[config.mk]
export PLATFORM = sky130hd
export DESIGN_NAME = alu8_status
export DESIGN_NICKNAME = d
export VERILOG_FILES = /design/src/rtl/alu8_pkg.sv /design/src/rtl/alu8_arith.sv /design/src/rtl/alu8_bitops.sv /design/src/rtl/alu8_sreg.sv /design/src/rtl/alu8_status.sv
export SDC_FILE = /design/constraint.sdc
export NUM_CORES = 1
export LEC_CHECK = 0
export BUFFER_PORTS_ARGS = -buffer_cell sky130_fd_sc_hd__buf_2
export CORE_MARGIN = 2
export CORE_UTILIZATION = 58
export CTS_BUF_LIST = sky130_fd_sc_hd__clkbuf_2
export DETAILED_ROUTE_END_ITERATION = 10
export PLACE_DENSITY = 0.84
export SLEW_MARGIN = 25
export SYNTH_ARGS = -nofsm -noshare
export SYNTH_HDL_FRONTEND = slang
export SYNTH_SLANG_ARGS = --single-unit
[constraint.sdc]
create_clock -name clk -period 4.9 [get_ports clk]
set_clock_uncertainty 0.15 [all_clocks]
set_input_delay 0.49 -clock clk [delete_from_list [all_inputs] [get_ports clk]]
set_output_delay 0.49 -clock clk [all_outputs]
set_load 0.02 [all_outputs]
[src/rtl/alu8_pkg.sv]
package alu8_pkg;

   typedef enum logic [4:0] {
      OP_NOP  = 5'd0,
      OP_ADD  = 5'd1,
      OP_ADC  = 5'd2,
      OP_SUB  = 5'd3,
      OP_NEG  = 5'd4,
      OP_INC  = 5'd5,
      OP_DEC  = 5'd6,
      OP_ADIW = 5'd7,
      OP_AND  = 5'd8,
      OP_OR   = 5'd9,
      OP_XOR  = 5'd10,
      OP_COM  = 5'd11,
      OP_LSL  = 5'd12,
      OP_LSR  = 5'd13,
      OP_ROL  = 5'd14,
      OP_ROR  = 5'd15,
      OP_ASR  = 5'd16,
      OP_SWAP = 5'd17,
      OP_BST  = 5'd18,
      OP_BLD  = 5'd19,
      OP_BSET = 5'd20,
      OP_BCLR = 5'd21
   } alu_op_e;

   localparam int OP_W = 5;
   localparam int SR_W = 8;

   // fixed status bit positions
   localparam int FL_C = 0;
   localparam int FL_Z = 1;
   localparam int FL_N = 2;
   localparam int FL_V = 3;
   localparam int FL_S = 4;
   localparam int FL_H = 5;
   localparam int FL_T = 6;
   localparam int FL_I = 7;

   function automatic logic op_is_arith(alu_op_e o);
      return (o >= OP_ADD) && (o <= OP_ADIW);
   endfunction

   function automatic logic op_is_bitwise(alu_op_e o);
      return (o >= OP_AND) && (o <= OP_BCLR);
   endfunction

endpackage

[src/rtl/alu8_arith.sv]
module alu8_arith
   import alu8_pkg::*;
#(
   parameter int W     = 8,
   parameter int IMM_W = 6
) (
   input  alu_op_e          op,
   input  logic [W-1:0]     a,
   input  logic [W-1:0]     a_hi,
   input  logic [W-1:0]     b,
   input  logic [IMM_W-1:0] imm,
   input  logic [SR_W-1:0]  sr_in,
   output logic [2*W-1:0]   res,
   output logic [SR_W-1:0]  sr_out
);
   localparam int HB = W / 2;

   logic [W-1:0]   x, yy, ym;
   logic           cin, sub, ci;
   logic [W:0]     sum;
   logic [HB:0]    lo;
   logic [2*W:0]   wsum;
   logic           cout, hc, vv;

   always_comb begin
      x   = a;
      yy  = b;
      cin = 1'b0;
      sub = 1'b0;
      unique case (op)
         OP_ADC: cin = sr_in[FL_C];
         OP_SUB: sub = 1'b1;
         OP_NEG: begin x = '0; yy = a; sub = 1'b1; end
         OP_INC: yy = W'(1);
         OP_DEC: begin yy = W'(1); sub = 1'b1; end
         default: ;
      endcase
      ym   = sub ? ~yy : yy;
      ci   = sub | cin;
      sum  = {1'b0, x} + {1'b0, ym} + (W+1)'(ci);
      lo   = {1'b0, x[HB-1:0]} + {1'b0, ym[HB-1:0]} + (HB+1)'(ci);
      cout = sub ? ~sum[W] : sum[W];
      hc   = sub ? ~lo[HB] : lo[HB];
      vv   = (x[W-1] == ym[W-1]) && (sum[W-1] != x[W-1]);
      wsum = {1'b0, a_hi, a} + (2*W+1)'(imm);

      sr_out = sr_in;
      res    = {{W{1'b0}}, sum[W-1:0]};
      if (op == OP_ADIW) begin
         res          = wsum[2*W-1:0];
         sr_out[FL_C] = wsum[2*W];
         sr_out[FL_V] = ~a_hi[W-1] & wsum[2*W-1];
         sr_out[FL_N] = wsum[2*W-1];
         sr_out[FL_Z] = (wsum[2*W-1:0] == '0);
         sr_out[FL_S] = wsum[2*W-1] ^ (~a_hi[W-1] & wsum[2*W-1]);
      end else begin
         sr_out[FL_V] = vv;
         sr_out[FL_N] = sum[W-1];
         sr_out[FL_Z] = (sum[W-1:0] == '0);
         sr_out[FL_S] = sum[W-1] ^ vv;
         if (op != OP_INC && op != OP_DEC) begin
            sr_out[FL_C] = cout;
            sr_out[FL_H] = hc;
         end
      end
   end
endmodule

[src/rtl/alu8_bitops.sv]
module alu8_bitops
   import alu8_pkg::*;
#(
   parameter int W      = 8,
   parameter int BSEL_W = 3
) (
   input  alu_op_e           op,
   input  logic [W-1:0]      a,
   input  logic [W-1:0]      b,
   input  logic [BSEL_W-1:0] bsel,
   input  logic [SR_W-1:0]   sr_in,
   output logic [W-1:0]      res,
   output logic [SR_W-1:0]   sr_out
);
   localparam int HB = W / 2;

   logic [2:0] fsel;
   logic       upd_nzs, is_shift, c_new, n_new, v_new;

   assign fsel = bsel[2:0];

   always_comb begin
      res      = a;
      sr_out   = sr_in;
      upd_nzs  = 1'b1;
      is_shift = 1'b0;
      c_new    = sr_in[FL_C];
      unique case (op)
         OP_AND: res = a & b;
         OP_OR:  res = a | b;
         OP_XOR: res = a ^ b;
         OP_COM: begin res = ~a; c_new = 1'b1; end
         OP_LSL: begin
            res = {a[W-2:0], 1'b0}; c_new = a[W-1];
            sr_out[FL_H] = a[HB-1]; is_shift = 1'b1;
         end
         OP_LSR: begin res = {1'b0, a[W-1:1]}; c_new = a[0]; is_shift = 1'b1; end
         OP_ROL: begin
            res = {a[W-2:0], sr_in[FL_C]}; c_new = a[W-1];
            sr_out[FL_H] = a[HB-1]; is_shift = 1'b1;
         end
         OP_ROR: begin res = {sr_in[FL_C], a[W-1:1]}; c_new = a[0]; is_shift = 1'b1; end
         OP_ASR: begin res = {a[W-1], a[W-1:1]}; c_new = a[0]; is_shift = 1'b1; end
         OP_SWAP: begin res = {a[HB-1:0], a[W-1:HB]}; upd_nzs = 1'b0; end
         OP_BST: begin sr_out[FL_T] = a[bsel]; upd_nzs = 1'b0; end
         OP_BLD: begin res[bsel] = sr_in[FL_T]; upd_nzs = 1'b0; end
         OP_BSET: begin sr_out[fsel] = 1'b1; upd_nzs = 1'b0; end
         OP_BCLR: begin sr_out[fsel] = 1'b0; upd_nzs = 1'b0; end
         default: upd_nzs = 1'b0;
      endcase
      n_new = res[W-1];
      v_new = is_shift ? (n_new ^ c_new) : 1'b0;
      if (upd_nzs) begin
         sr_out[FL_C] = c_new;
         sr_out[FL_N] = n_new;
         sr_out[FL_V] = v_new;
         sr_out[FL_Z] = (res == '0);
         sr_out[FL_S] = n_new ^ v_new;
      end
   end
endmodule

[src/rtl/alu8_sreg.sv]
module alu8_sreg
   import alu8_pkg::*;
(
   input  logic            clk,
   input  logic            rst_n,
   input  logic            we,
   input  logic [SR_W-1:0] wdata,
   input  logic [SR_W-1:0] nxt,
   output logic [SR_W-1:0] q
);
   always_ff @(posedge clk or negedge rst_n) begin
      if (!rst_n)  q <= '0;
      else if (we) q <= wdata;
      else         q <= nxt;
   end

   // a direct write lands unaltered
   p_write_r1: assert property (@(posedge clk) disable iff (!rst_n)
      we |=> q == $past(wdata));
endmodule

[src/rtl/alu8_status.sv]
module alu8_status
   import alu8_pkg::*;
#(
   parameter int DATA_W = 8,
   parameter int IMM_W  = 6,
   parameter int BSEL_W = $clog2(DATA_W)
) (
   input  logic                clk,
   input  logic                rst_n,
   input  logic [OP_W-1:0]     op,
   input  logic [DATA_W-1:0]   rd,
   input  logic [DATA_W-1:0]   rd_hi,
   input  logic [DATA_W-1:0]   rr,
   input  logic [IMM_W-1:0]    kimm,
   input  logic [BSEL_W-1:0]   bit_sel,
   input  logic                sr_we,
   input  logic [SR_W-1:0]     sr_wdata,
   output logic [2*DATA_W-1:0] result,
   output logic [SR_W-1:0]     status
);
   localparam int RES_W = 2 * DATA_W;

   generate
      if (DATA_W < 8 || (DATA_W % 2) != 0) begin : g_bad_width
         $error("DATA_W must be even and at least 8");
      end
      if (IMM_W < 1 || IMM_W > DATA_W) begin : g_bad_imm
         $error("IMM_W must lie in 1..DATA_W");
      end
      if (BSEL_W < 3) begin : g_bad_bsel
         $error("BSEL_W must reach every status bit");
      end
   endgenerate

   alu_op_e                opc;
   logic [RES_W-1:0]       ar_res;
   logic [DATA_W-1:0]      bw_res;
   logic [SR_W-1:0]        ar_sr, bw_sr, sr_nxt;

   assign opc = alu_op_e'(op);

   alu8_arith #(.W(DATA_W), .IMM_W(IMM_W)) u_arith (
      .op(opc), .a(rd), .a_hi(rd_hi), .b(rr), .imm(kimm),
      .sr_in(status), .res(ar_res), .sr_out(ar_sr)
   );

   alu8_bitops #(.W(DATA_W), .BSEL_W(BSEL_W)) u_bitops (
      .op(opc), .a(rd), .b(rr), .bsel(bit_sel),
      .sr_in(status), .res(bw_res), .sr_out(bw_sr)
   );

   always_comb begin
      if (op_is_arith(opc)) begin
         result = ar_res;
         sr_nxt = ar_sr;
      end else if (op_is_bitwise(opc)) begin
         result = {{DATA_W{1'b0}}, bw_res};
         sr_nxt = bw_sr;
      end else begin
         result = '0;
         sr_nxt = status;
      end
   end

   alu8_sreg u_sreg (
      .clk(clk), .rst_n(rst_n), .we(sr_we), .wdata(sr_wdata),
      .nxt(sr_nxt), .q(status)
   );

   // upper half only carries data for the pair add
   always_comb begin
      if (rst_n && opc != OP_ADIW)
         a_upper_zero_r12: assert (result[RES_W-1:DATA_W] == '0);
   end

   p_nop_hold_r13: assert property (@(posedge clk) disable iff (!rst_n)
      (!sr_we && opc == OP_NOP) |=> $stable(status));

   p_arith_keeps_it_r13: assert property (@(posedge clk) disable iff (!rst_n)
      (!sr_we && op_is_arith(opc)) |=> status[FL_I:FL_T] == $past(status[FL_I:FL_T]));

   p_logic_v_clear_r5: assert property (@(posedge clk) disable iff (!rst_n)
      (!sr_we && (opc == OP_AND || opc == OP_OR || opc == OP_XOR))
      |=> !status[FL_V] && status[FL_C] == $past(status[FL_C]) && status[FL_H] == $past(status[FL_H]));

   p_com_carry_r6: assert property (@(posedge clk) disable iff (!rst_n)
      (!sr_we && opc == OP_COM) |=> status[FL_C] && !status[FL_V]);

   p_incdec_keep_r4: assert property (@(posedge clk) disable iff (!rst_n)
      (!sr_we && (opc == OP_INC || opc == OP_DEC))
      |=> status[FL_C] == $past(status[FL_C]) && status[FL_H] == $past(status[FL_H]));

   p_swap_quiet_r9: assert property (@(posedge clk) disable iff (!rst_n)
      (!sr_we && opc == OP_SWAP) |=> $stable(status));
endmodule

==> key figures <==
Setup path
  • Slowest CP cell: nor3_1
  • Worst setup EP type: output port
  • Critical Path End: result[7]
  • WP data arrival: 3970 ps
  • Max incr delay on CP: slightly above 800 ps
  • Crit path from: op[4]
  • Setup crit start kind: primary input
  • Crit path kind: in -> out
  • Reg2reg setup slack: ~1300 ps
  • Crit-path max FO: 17
  • R2R depth: 11
  • Req. time, crit path: 4260 ps
  • CP Cell Sequence: buf_2, nor3_1, a21oi_1, o22ai_1, a21oi_1, ha_1, and3_1, a221o_1, o22ai_1, xnor2_1, nor2_1, a211o_1, o21ai_0, buf_2

STA
  • Fin crit period: 4610 ps
  • Setup tns final: 0 ps
  • Final setup viols: 0
  • RSZ-0062 raised after global routing: no
  • Slew at the pin closest to its max-slew limit: 999 ps
  • Endpoints failing hold: 0
  • Tcrit/Tclk final: 0.940
  • Max Slew Vio Count: 0
  • Rel. slew slack: 0.329
  • Fmax: ~220 MHz

GRT
  • Largest net degree at the start of global routing: 38
  • All-Layer GR Usage: 0.382
  • Antenna violations before repair: 0
  • Vias in the first global route: about 3900
  • First-pass GRT wire length: 20.0 mm
  • Grt ovf: 0

Detailed routing
  • Starting DRC count in detailed routing: 550
  • DR WL/cell: between 20 and 25 um
  • Via count: 4437
  • DRC violations left: 0
  • Post-route ant nets: 0
  • Vias/cell: 6.87
  • Final WL: 13.2 mm
  • Pre-antenna DRT Iters: 6

Place
  • Gp weighted congestion: ~1.0
  • Post-DP HPWL: 10.1 mm
  • Port Buffers: 72

Power
  • PwrDens: 144 nW/um^2
  • Leak: 1.75 nW
  • P_sw: 0.000310 W
  • Flop pwr share: 0.148
  • IR drop worst, VDD: 0.114 mV
  • Comb pwr share: 0.781
  • Clock power share: 0.071
  • Switching Share: 0.542
  • Cell Int Power: about 0.00026 W
  • Total power: 0.000571 W

Synthesis
  • Register area share after synthesis: 0.0564
  • Top post-synthesis cells by area: ha_1 11%, a21oi_1 6.5%, o21ai_0 5.8%
  • Post-synth top area cell: ha_1
  • Post-synth ARST share: 1.00
  • Synth Register Bits: 8
  • Post-synthesis cell type count: 72
  • Area share of the largest cell type after synthesis: 0.109
  • Syn Inst Count: 518
  • Syn_nets: 601
  • EDFF count, synth: 0
  • YS warnings: 0
  • Syn avg cell area: 6.85 um^2
  • Synthesized area: 3550 um^2
  • Top_reg_cell synth: dfrtp_1

CTS
  • Clock Latency Late Sink: roughly 230 ps
  • Number of CTS-inserted buffers: 3
  • H-tree depth: 1
  • Postcts setup bufs: 0
  • CTS tree: done
  • Longest Clk Path Bufs: 2
  • Reg clk slew, reported paths: 90 ps
  • Clock Sink Count: 8
  • Root buf cell: clkbuf_2

Cells and area
  • Most frequent cells in the layout: 72 x buf_2, 46 x a21oi_1, 44 x nor2_1
  • Share of layout cells above drive strength 1: 0.184
  • Synthesis-to-layout area growth: 12.0%
  • N_diodes: 0
  • Most common cell after layout, fill and taps aside: buf_2
  • FILL cells: approximately 580
  • Final #Nets: about 660
  • Multi-input logic area: between 3000 and 4000 um^2
  • Register area: roughly 200 um^2

Floorplan
  • Core area: between 5000 and 6000 um^2
  • Die height: 82.2 um
  • Die ar.: ~6800 um^2
  • Initial core utilization: 0.599
  • I/O Pins: 73
  • Die width: 82.2 um
  • Std cell rows: 28

Worst hold path
  • Origin of the worst min-delay path: sr_wdata[5]
  • Min-Delay Path Class: in -> reg

Job
  • Max-cap viol count: 0

Status
  • Outcome: finished clean
-- timing repair --
action,CTS,global route
gates resized for setup,0,3
hold buffers,1,0
hold endpoints to repair,8,0
setup endpoints to repair,0,1
-- layer usage --
layer | part of all wire | GRT usage | up-vias
li1 | - | - | 2058
met1 | 0.41 | 0.512 | 2076
met2 | 0.45 | 0.626 | 271
met3 | 0.10 | 0.0391 | 32
met4 | 0.030 | 0.152 | 0
met5 | 0 | 0 | -
-- per-stage QoR --
step           area (um^2)   util  setup slack [ps]  hold slack, ps  std cells
2_1_floorplan         3550      -               569            44.4        518
3_3_place_gp          3930  0.664               396             185        642
3_5_place_dp          3940  0.665               236             187        642
4_1_cts               3960  0.669               233             318        646
5_1_grt               3970  0.671              67.5             344        646
6_report              3970  0.671               292             309        646
-- cell usage after synthesis (4+ instances only) --
| library cell | instances |
|---|---|
| a31oi_1 | 4 |
| dfrtp_1 | 8 |
| nand3b_1 | 4 |
| a21boi_0 | 4 |
| a21o_1 | 4 |
| a211oi_1 | 8 |
| buf_2 | 8 |
| a222oi_1 | 4 |
| a21oi_1 | 46 |
| nand2_1 | 42 |
| clkbuf_1 | 18 |
| buf_1 | 5 |
| and3_1 | 8 |
| o211ai_1 | 12 |
| inv_1 | 29 |
| o22ai_1 | 20 |
| o21ai_0 | 41 |
| xor2_1 | 11 |
| mux2_2 | 7 |
| nor2_1 | 44 |
| ha_1 | 31 |
| nand2b_1 | 7 |
| and2_1 | 5 |
| nor3_1 | 9 |
| or3_1 | 5 |
| nor2b_1 | 6 |
| mux2i_1 | 17 |
| xnor2_1 | 12 |
| o21a_1 | 4 |
| a221oi_1 | 4 |
| nand3_1 | 14 |
| o31ai_1 | 5 |
| nor3b_1 | 10 |
-- area by class of cell --
cell class / instances / share of cell area
multi-input cells: 446 / 0.780
repair buffers: 84 / 0.114
flip-flops and latches: 8 / 0.0504
inverters: 30 / 0.0283
well taps: 75 / 0.0236
clock buffers: 3 / 0.00378
-- cells by family (layout without fill, tap and decap cells) --
logic type	count (synthesis)	after routing	synth area share
flip-flops	8	8	0.0564
multiplexers	24	24	0.0702
buffers and inverters	64	117	0.0747
adder cells (fa/ha/maj)	34	34	0.126
XOR/XNOR	23	23	0.0568
AO/OA/AOI/OAI	195	195	0.370
AND/OR/NAND/NOR	170	170	0.246
-- power by group through the flow --
stage | Sequential, W | Combinational (W) | Clock, W
2_1_floorplan | 0.0000915 | 0.000286 | 0
3_3_place_gp | 0.0000853 | 0.000421 | 0
5_1_grt | 0.0000865 | 0.000483 | 0.0000411
6_report | 0.0000848 | 0.000446 | 0.0000405
3_5_place_dp | 0.0000855 | 0.000430 | 0
4_1_cts | 0.0000841 | 0.000431 | 0.0000387
-- how the worst min path moves through the flow --
stage                              end  cells after the start
2_1_floorplan                async pin                      0
3_3_place_gp   u_sreg.q[5]$_DFFE_PN0P_                      1
3_5_place_dp   u_sreg.q[6]$_DFFE_PN0P_                      1
4_1_cts        u_sreg.q[5]$_DFFE_PN0P_                      3
5_1_grt        u_sreg.q[5]$_DFFE_PN0P_                      3
6_report       u_sreg.q[5]$_DFFE_PN0P_                      3
-- critical path: cells and delay by family --
| family | cells | cell delay [ps] |
|---|---|---|
| buffers and inverters | 2 | 380 |
| XOR/XNOR | 1 | 220 |
| AO/OA/AOI/OAI | 7 | 1410 |
| AND/OR/NAND/NOR | 3 | 1070 |
| adder cells (fa/ha/maj) | 1 | 380 |
Power figures use the tool's default switching activity.
